### src/rtl/evc_pkg.sv
package evc_pkg;
  localparam int LANES     = 8;
  localparam int POP_W     = $clog2(LANES + 1);
  localparam int CFG_W     = 32;
  localparam int SEL_LSB   = 0;
  localparam int UMASK_LSB = 8;
  localparam int EDGE_BIT  = 18;
  localparam int EN_BIT    = 22;
  localparam int INV_BIT   = 23;
  localparam int THR_LSB   = 24;

  typedef struct packed {
    logic [7:0] thr;
    logic       inv;
    logic       en;
    logic       edge_det;
    logic [7:0] umask;
    logic [7:0] sel;
  } evc_cfg_t;

  typedef enum logic [1:0] {
    MODE_OFF   = 2'd0,
    MODE_SUM   = 2'd1,
    MODE_LEVEL = 2'd2,
    MODE_EDGE  = 2'd3
  } evc_mode_e;

  function automatic evc_cfg_t cfg_unpack(input logic [CFG_W-1:0] w);
    evc_cfg_t c;
    c.sel      = w[SEL_LSB +: 8];
    c.umask    = w[UMASK_LSB +: 8];
    c.edge_det = w[EDGE_BIT];
    c.en       = w[EN_BIT];
    c.inv      = w[INV_BIT];
    c.thr      = w[THR_LSB +: 8];
    return c;
  endfunction

  function automatic logic [CFG_W-1:0] cfg_pack(input evc_cfg_t c);
    logic [CFG_W-1:0] w;
    w                    = '0;
    w[SEL_LSB +: 8]      = c.sel;
    w[UMASK_LSB +: 8]    = c.umask;
    w[EDGE_BIT]          = c.edge_det;
    w[EN_BIT]            = c.en;
    w[INV_BIT]           = c.inv;
    w[THR_LSB +: 8]      = c.thr;
    return w;
  endfunction
endpackage

### src/rtl/evc_cfg_reg.sv
module evc_cfg_reg
  import evc_pkg::*;
(
  input  logic             clk_i,
  input  logic             rst_ni,
  input  logic             we_i,
  input  logic [CFG_W-1:0] wdata_i,
  output evc_cfg_t         cfg_o,
  output logic [CFG_W-1:0] rdata_o
);
  evc_cfg_t cfg_q;

  always_ff @(posedge clk_i or negedge rst_ni) begin
    if (!rst_ni)   cfg_q <= '0;
    else if (we_i) cfg_q <= cfg_unpack(wdata_i);
  end

  assign cfg_o   = cfg_q;
  assign rdata_o = cfg_pack(cfg_q);
endmodule

### src/rtl/evc_select.sv
module evc_select
  import evc_pkg::*;
#(
  parameter int NUM_GROUPS = 4,
  localparam int EVT_W     = NUM_GROUPS * LANES
) (
  input  logic [EVT_W-1:0] evt_i,
  input  logic [7:0]       sel_i,
  input  logic [7:0]       umask_i,
  output logic [POP_W-1:0] pop_o
);
  logic [NUM_GROUPS-1:0] grp_hit;
  logic [LANES-1:0]      lanes;
  logic [LANES-1:0]      admitted;

  // one comparator per group; out-of-range selects hit nothing
  for (genvar g = 0; g < NUM_GROUPS; g++) begin : g_hit
    assign grp_hit[g] = (sel_i == 8'(g));
  end

  always_comb begin
    lanes = '0;
    for (int g = 0; g < NUM_GROUPS; g++) begin
      if (grp_hit[g]) lanes = lanes | evt_i[g*LANES +: LANES];
    end
  end

  assign admitted = lanes & umask_i;

  always_comb begin
    pop_o = '0;
    for (int k = 0; k < LANES; k++) pop_o = pop_o + POP_W'(admitted[k]);
  end
endmodule

### src/rtl/evc_qualify.sv
module evc_qualify
  import evc_pkg::*;
(
  input  logic             clk_i,
  input  logic             rst_ni,
  input  evc_cfg_t         cfg_i,
  input  logic [POP_W-1:0] pop_i,
  output logic [POP_W-1:0] inc_o
);
  evc_mode_e  mode;
  logic [7:0] pop_ext;
  logic       cond;
  logic       hist_q;

  assign pop_ext = 8'(pop_i);

  always_comb begin
    if (!cfg_i.en)             mode = MODE_OFF;
    else if (cfg_i.edge_det)   mode = MODE_EDGE;
    else if (cfg_i.thr == '0)  mode = MODE_SUM;
    else                       mode = MODE_LEVEL;
  end

  // invert only matters once a threshold is programmed
  always_comb begin
    if (cfg_i.thr == '0) cond = (pop_ext != '0);
    else if (cfg_i.inv)  cond = (pop_ext <  cfg_i.thr);
    else                 cond = (pop_ext >= cfg_i.thr);
  end

  always_ff @(posedge clk_i or negedge rst_ni) begin
    if (!rst_ni)        hist_q <= 1'b0;
    else if (!cfg_i.en) hist_q <= 1'b0;
    else                hist_q <= cond;
  end

  always_comb begin
    unique case (mode)
      MODE_SUM:   inc_o = pop_i;
      MODE_LEVEL: inc_o = POP_W'(cond);
      MODE_EDGE:  inc_o = POP_W'(cond & ~hist_q);
      default:    inc_o = '0;
    endcase
  end
endmodule

### src/rtl/evc_accum.sv
module evc_accum #(
  parameter int CNT_W = 48,
  parameter int INC_W = 4
) (
  input  logic             clk_i,
  input  logic             rst_ni,
  input  logic             we_i,
  input  logic [CNT_W-1:0] wdata_i,
  input  logic [INC_W-1:0] inc_i,
  output logic [CNT_W-1:0] cnt_o
);
  logic [CNT_W-1:0] cnt_q;

  // preload wins; the add wraps modulo 2**CNT_W
  always_ff @(posedge clk_i or negedge rst_ni) begin
    if (!rst_ni)   cnt_q <= '0;
    else if (we_i) cnt_q <= wdata_i;
    else           cnt_q <= cnt_q + CNT_W'(inc_i);
  end

  assign cnt_o = cnt_q;
endmodule

### src/rtl/evc_counter.sv
module evc_counter
  import evc_pkg::*;
#(
  parameter int NUM_GROUPS = 4,
  parameter int CNT_W      = 48,
  localparam int EVT_W     = NUM_GROUPS * LANES
) (
  input  logic             clk_i,
  input  logic             rst_ni,
  input  logic [EVT_W-1:0] evt_i,
  input  logic             cfg_we_i,
  input  logic [CFG_W-1:0] cfg_wdata_i,
  output logic [CFG_W-1:0] cfg_o,
  input  logic             cnt_we_i,
  input  logic [CNT_W-1:0] cnt_wdata_i,
  output logic [CNT_W-1:0] cnt_o
);
  evc_cfg_t         cfg;
  logic [POP_W-1:0] pop;
  logic [POP_W-1:0] inc;

  evc_cfg_reg u_cfg (
    .clk_i   (clk_i),
    .rst_ni  (rst_ni),
    .we_i    (cfg_we_i),
    .wdata_i (cfg_wdata_i),
    .cfg_o   (cfg),
    .rdata_o (cfg_o)
  );

  evc_select #(.NUM_GROUPS(NUM_GROUPS)) u_sel (
    .evt_i   (evt_i),
    .sel_i   (cfg.sel),
    .umask_i (cfg.umask),
    .pop_o   (pop)
  );

  evc_qualify u_qual (
    .clk_i  (clk_i),
    .rst_ni (rst_ni),
    .cfg_i  (cfg),
    .pop_i  (pop),
    .inc_o  (inc)
  );

  evc_accum #(.CNT_W(CNT_W), .INC_W(POP_W)) u_acc (
    .clk_i   (clk_i),
    .rst_ni  (rst_ni),
    .we_i    (cnt_we_i),
    .wdata_i (cnt_wdata_i),
    .inc_i   (inc),
    .cnt_o   (cnt_o)
  );
endmodule

### config.mk
export PLATFORM = sky130hd
export DESIGN_NAME = evc_counter
export DESIGN_NICKNAME = d
export VERILOG_FILES = /design/src/rtl/evc_pkg.sv /design/src/rtl/evc_cfg_reg.sv /design/src/rtl/evc_select.sv /design/src/rtl/evc_qualify.sv /design/src/rtl/evc_accum.sv /design/src/rtl/evc_counter.sv
export SDC_FILE = /design/constraint.sdc
export NUM_CORES = 1
export LEC_CHECK = 0
export BUFFER_PORTS_ARGS = -buffer_cell sky130_fd_sc_hd__buf_2
export CORE_ASPECT_RATIO = 1.5
export CORE_MARGIN = 2
export CORE_UTILIZATION = 40
export CTS_BUF_LIST = sky130_fd_sc_hd__clkbuf_8
export DETAILED_ROUTE_END_ITERATION = 16
export GPL_ROUTABILITY_DRIVEN = 0
export PLACE_DENSITY = 0.71
export SLEW_MARGIN = 20
export SYNTH_ARGS = -nofsm -noshare
export SYNTH_HDL_FRONTEND = slang
export SYNTH_HIERARCHICAL = 1
export SYNTH_SLANG_ARGS = --single-unit
### constraint.sdc
create_clock -name clk_i -period 5.9 [get_ports clk_i]
set_input_delay 1.18 -clock clk_i [delete_from_list [all_inputs] [get_ports clk_i]]
set_output_delay 1.18 -clock clk_i [all_outputs]
set_load 0.02 [all_outputs]
==> key figures <==
Run status
  – Status: complete, but fails checks
  – Failing checks: setup timing

Clock tree
  – CTS tree: built
  – Clk_lat worst skew: 0.35 ns
  – H-tree levels: 3
  – Root buf cell: clkbuf_8
  – Num CTS Buffers: 9
  – CTS clk-pin slew, worst paths: 0.08 ns
  – Hold_buf cts: 0
  – Longest Clk Path Bufs: 2
  – Clk sink count: 76

Layout
  – Antenna cells: 0
  – Non-filler cells, final: 824
  – Fraction of layout cells with a size suffix above 1: 51.9%
  – Final nets: 798
  – Design area: 6710 um2
  – Syn-to-layout area delta: 36.6%

Setup path
  – Critical Path Source Type: input port
  – Crit-path max FO: 6
  – Crit path DAT: 6.64 ns
  – Nature of the critical path endpoint: flop
  – Reg2reg start: u_cfg/cfg_o[0]$_DFFE_PN0P_
  – R2r endpoint: u_acc/cnt_o[44]$_DFF_PN0_
  – FF-to-FF setup slack: -0.15 ns
  – Crit path from: evt_i[27]
  – Worst setup endpoint: u_acc/cnt_o[44]$_DFF_PN0_
  – R2R cell count: 22
  – Crit Path Class: input port to flop
  – Worst Path Required: 6.16 ns

Hold path
  – Hold Crit Class: flop to flop

Pwr
  – Logic pwr share: 26.6%
  – Max VDD drop: 0.000162 V
  – NetSw: 465 uW
  – Net Sw Frac: 34.3%
  – P_leak: 0.00319 uW
  – Overall power: 1360 uW
  – Clock share of power: 26.3%
  – Power per cell area: 202 nW/um2
  – Sequential share of power: 47.1%
  – Pint: 891 uW

STA
  – Worst Tran Pin Value: 0.815 ns
  – Unrepaired setup endpoints after global routing: true
  – Final period util: 108%
  – Relative slew slack: 45.7%
  – Slew Viols, Final: 0
  – Setup TNS: -14.20 ns
  – Max Clock Freq: 157 MHz
  – Layout Skew: 0.0170 ns
  – Final Hold Viols: 0
  – Worst Slack Setup Final: -0.480 ns
  – Final setup fails: 44
  – Tmin final: 6.38 ns

Floorplanning
  – Die Y: 140 um
  – Row count: 49
  – Full die area: 13200 um2
  – Die width: 94.4 um
  – Core ar.: 12000 um2
  – Initial core utilization: 41.1%
  – # IOs: 196

Detailed routing
  – Drt pass-1 iters: 5
  – WL final: 13.9 mm
  – Initial DRC count: 137
  – DRC viols: 0
  – Via-to-Cell Ratio: 5.32
  – Vias: 4382
  – WL/cell: 16.8 um
  – Routed Antenna Nets: 0

Synthesis
  – Post-synth top area share: 38.7%
  – Cell taking the most area after synthesis: dfrtp_1
  – Dominant synthesized flop cell: dfrtp_1
  – Count of cell types in the netlist: 52
  – YS warnings: 6
  – Top post-synthesis cells by area: dfrtp_1 39%, mux2_4 6.1%, buf_4 5.0%
  – FFs w/ async S/R, synth: 100%
  – Synth Register Bits: 76
  – EDFF count, synth: 0
  – Sequential area share after synthesis: 38.7%
  – Synth Instances: 478
  – Post-Syn Area: 4910 um2
  – Syn_area_per_cell: 10.3 um2

Placement
  – Pre-CTS setup slack: -1.12 ns
  – IO buf count: 185
  – Placed cells: 791
  – Dpl cell area: 5870 um2
  – Detailed placement HPWL: 9.99 mm

Run
  – Max-cap viol count: 0

Global route
  – Largest net degree at the start of global routing: 77
  – Antenna violations before repair: 1
  – Global-route wire length before repair: 21.7 mm
  – GR Overflow Total: 0
  – GRT Util Overall: 20.9%
  – Vias in the first global route: 4405
-- cell type report --
class | instances | area [um2]
Fill cell | 1029 | 5250
Clock buffer | 9 | 124
Inverter | 18 | 67.6
Clock inverter | 7 | 45.0
Timing Repair Buffer | 227 | 1390
Tap cell | 153 | 191
Sequential cell | 76 | 1900
Multi-Input combinational cell | 334 | 2990
-- critical path, stage by stage --
cell and delay (ns):
buf_6 0.09, mux4_2 0.45, nand4_1 0.11, fa_1 0.44
fa_1 0.51, inv_2 0.04, fa_1 0.47, ha_2 0.18
inv_2 0.04, fa_2 0.53, inv_2 0.06, ha_4 0.26
a21oi_2 0.06, o21ai_2 0.15, mux2i_1 0.25, a32o_2 0.24
ha_4 0.15, fa_2 0.20, and3_4 0.21, nor2_4 0.04
or4_4 0.46, or3_1 0.32, a31oi_1 0.19
-- placed cells by master (no fill, tap or decap), drive strengths merged, types with 4 or more instances in the layout --
cell	instances
nor3	8
nor2	26
dfrtp	76
xor2	8
or3	7
and3	5
and2	4
mux4	8
nand4	16
and4	11
nor4	19
inv	19
nand3	11
o21ai	39
conb	5
a21oi	6
a31oi	11
fa	5
clkbuf	9
xnor2	26
mux2	33
or4	6
nand2	50
ha	11
buf	227
-- cells in the mapped netlist (all sizes together), types with 6 or more instances --
| cell | number |
|---|---|
| a31oi | 11 |
| mux2 | 33 |
| and4 | 11 |
| xnor2 | 26 |
| o21ai | 39 |
| dfrtp | 76 |
| a21oi | 6 |
| or3 | 7 |
| nor2 | 26 |
| nor3 | 8 |
| buf | 42 |
| ha | 11 |
| xor2 | 8 |
| nor4 | 19 |
| nand2 | 50 |
| mux4 | 8 |
| nand3 | 11 |
| inv | 18 |
| clkbuf | 13 |
| nand4 | 16 |
-- layer usage --
layer	share of wire (%)	routed length [um]	up-vias	GRT usage (%)
met5	0	0	-	0
met4	1.9	257	0	5.87
met3	7.3	1020	18	5.31
met2	55	7610	188	38.9
met1	36	4970	2116	23.0
li1	-	-	2060	-
-- worst min path at each step --
stage	startpoint	cells past startpoint	slack, ns	to
2_1_floorplan	u_cfg/cfg_o[15]$_DFFE_PN0P_	1	0.50	u_cfg/cfg_o[15]$_DFFE_PN0P_
5_1_grt	u_cfg/cfg_o[12]$_DFFE_PN0P_	1	0.56	u_cfg/cfg_o[12]$_DFFE_PN0P_
4_1_cts	u_cfg/cfg_o[12]$_DFFE_PN0P_	1	0.54	u_cfg/cfg_o[12]$_DFFE_PN0P_
3_3_place_gp	u_cfg/cfg_o[12]$_DFFE_PN0P_	1	0.52	u_cfg/cfg_o[12]$_DFFE_PN0P_
6_report	u_cfg/cfg_o[12]$_DFFE_PN0P_	1	0.53	u_cfg/cfg_o[12]$_DFFE_PN0P_
3_5_place_dp	u_cfg/cfg_o[12]$_DFFE_PN0P_	1	0.51	u_cfg/cfg_o[12]$_DFFE_PN0P_
-- power groups by stage --
stage	logic, uW	clock network (uW)	registers [uW]
4_1_cts	352	373	638
3_5_place_dp	336	0	647
6_report	361	357	638
5_1_grt	390	397	648
2_1_floorplan	197	0	669
3_3_place_gp	328	0	645
-- flip-flops by register name, summed over array words and instances (netlist names) --
register,count
u_cfg/cfg_o,27
u_acc/cnt_o,48
u_qual/hist_q,1
-- cell families (layout without fill, tap and decap cells) --
family | count (synthesis) | in the layout | synth area share (%)
compound gates | 69 | 69 | 8.23
fa+ha+maj | 16 | 16 | 4.84
xor+xnor | 34 | 34 | 6.07
flops | 76 | 76 | 38.7
mux | 42 | 42 | 13.4
other cells | 1 | 5 | 0.0764
simple gates | 167 | 168 | 19.2
buf+inv | 73 | 261 | 9.43
-- per-stage QoR --
step | util, % | hold slack, ns
2_1_floorplan | - | 0.497
3_3_place_gp | 49.1 | 0.515
3_5_place_dp | 49.1 | 0.511
4_1_cts | 53.4 | 0.535
5_1_grt | 56.1 | 0.560
6_report | 56.1 | 0.532
-- what timing repair did --
| action | 4_1_cts | 5_1_grt |
|---|---|---|
| buffers inserted | 8 | 10 |
| pin swaps | 29 | 38 |
| cloned | 1 | 0 |
| resized for setup | 73 | 46 |
| endpoints found under the setup margin | 44 | 45 |
Power figures use the tool's default switching activity.
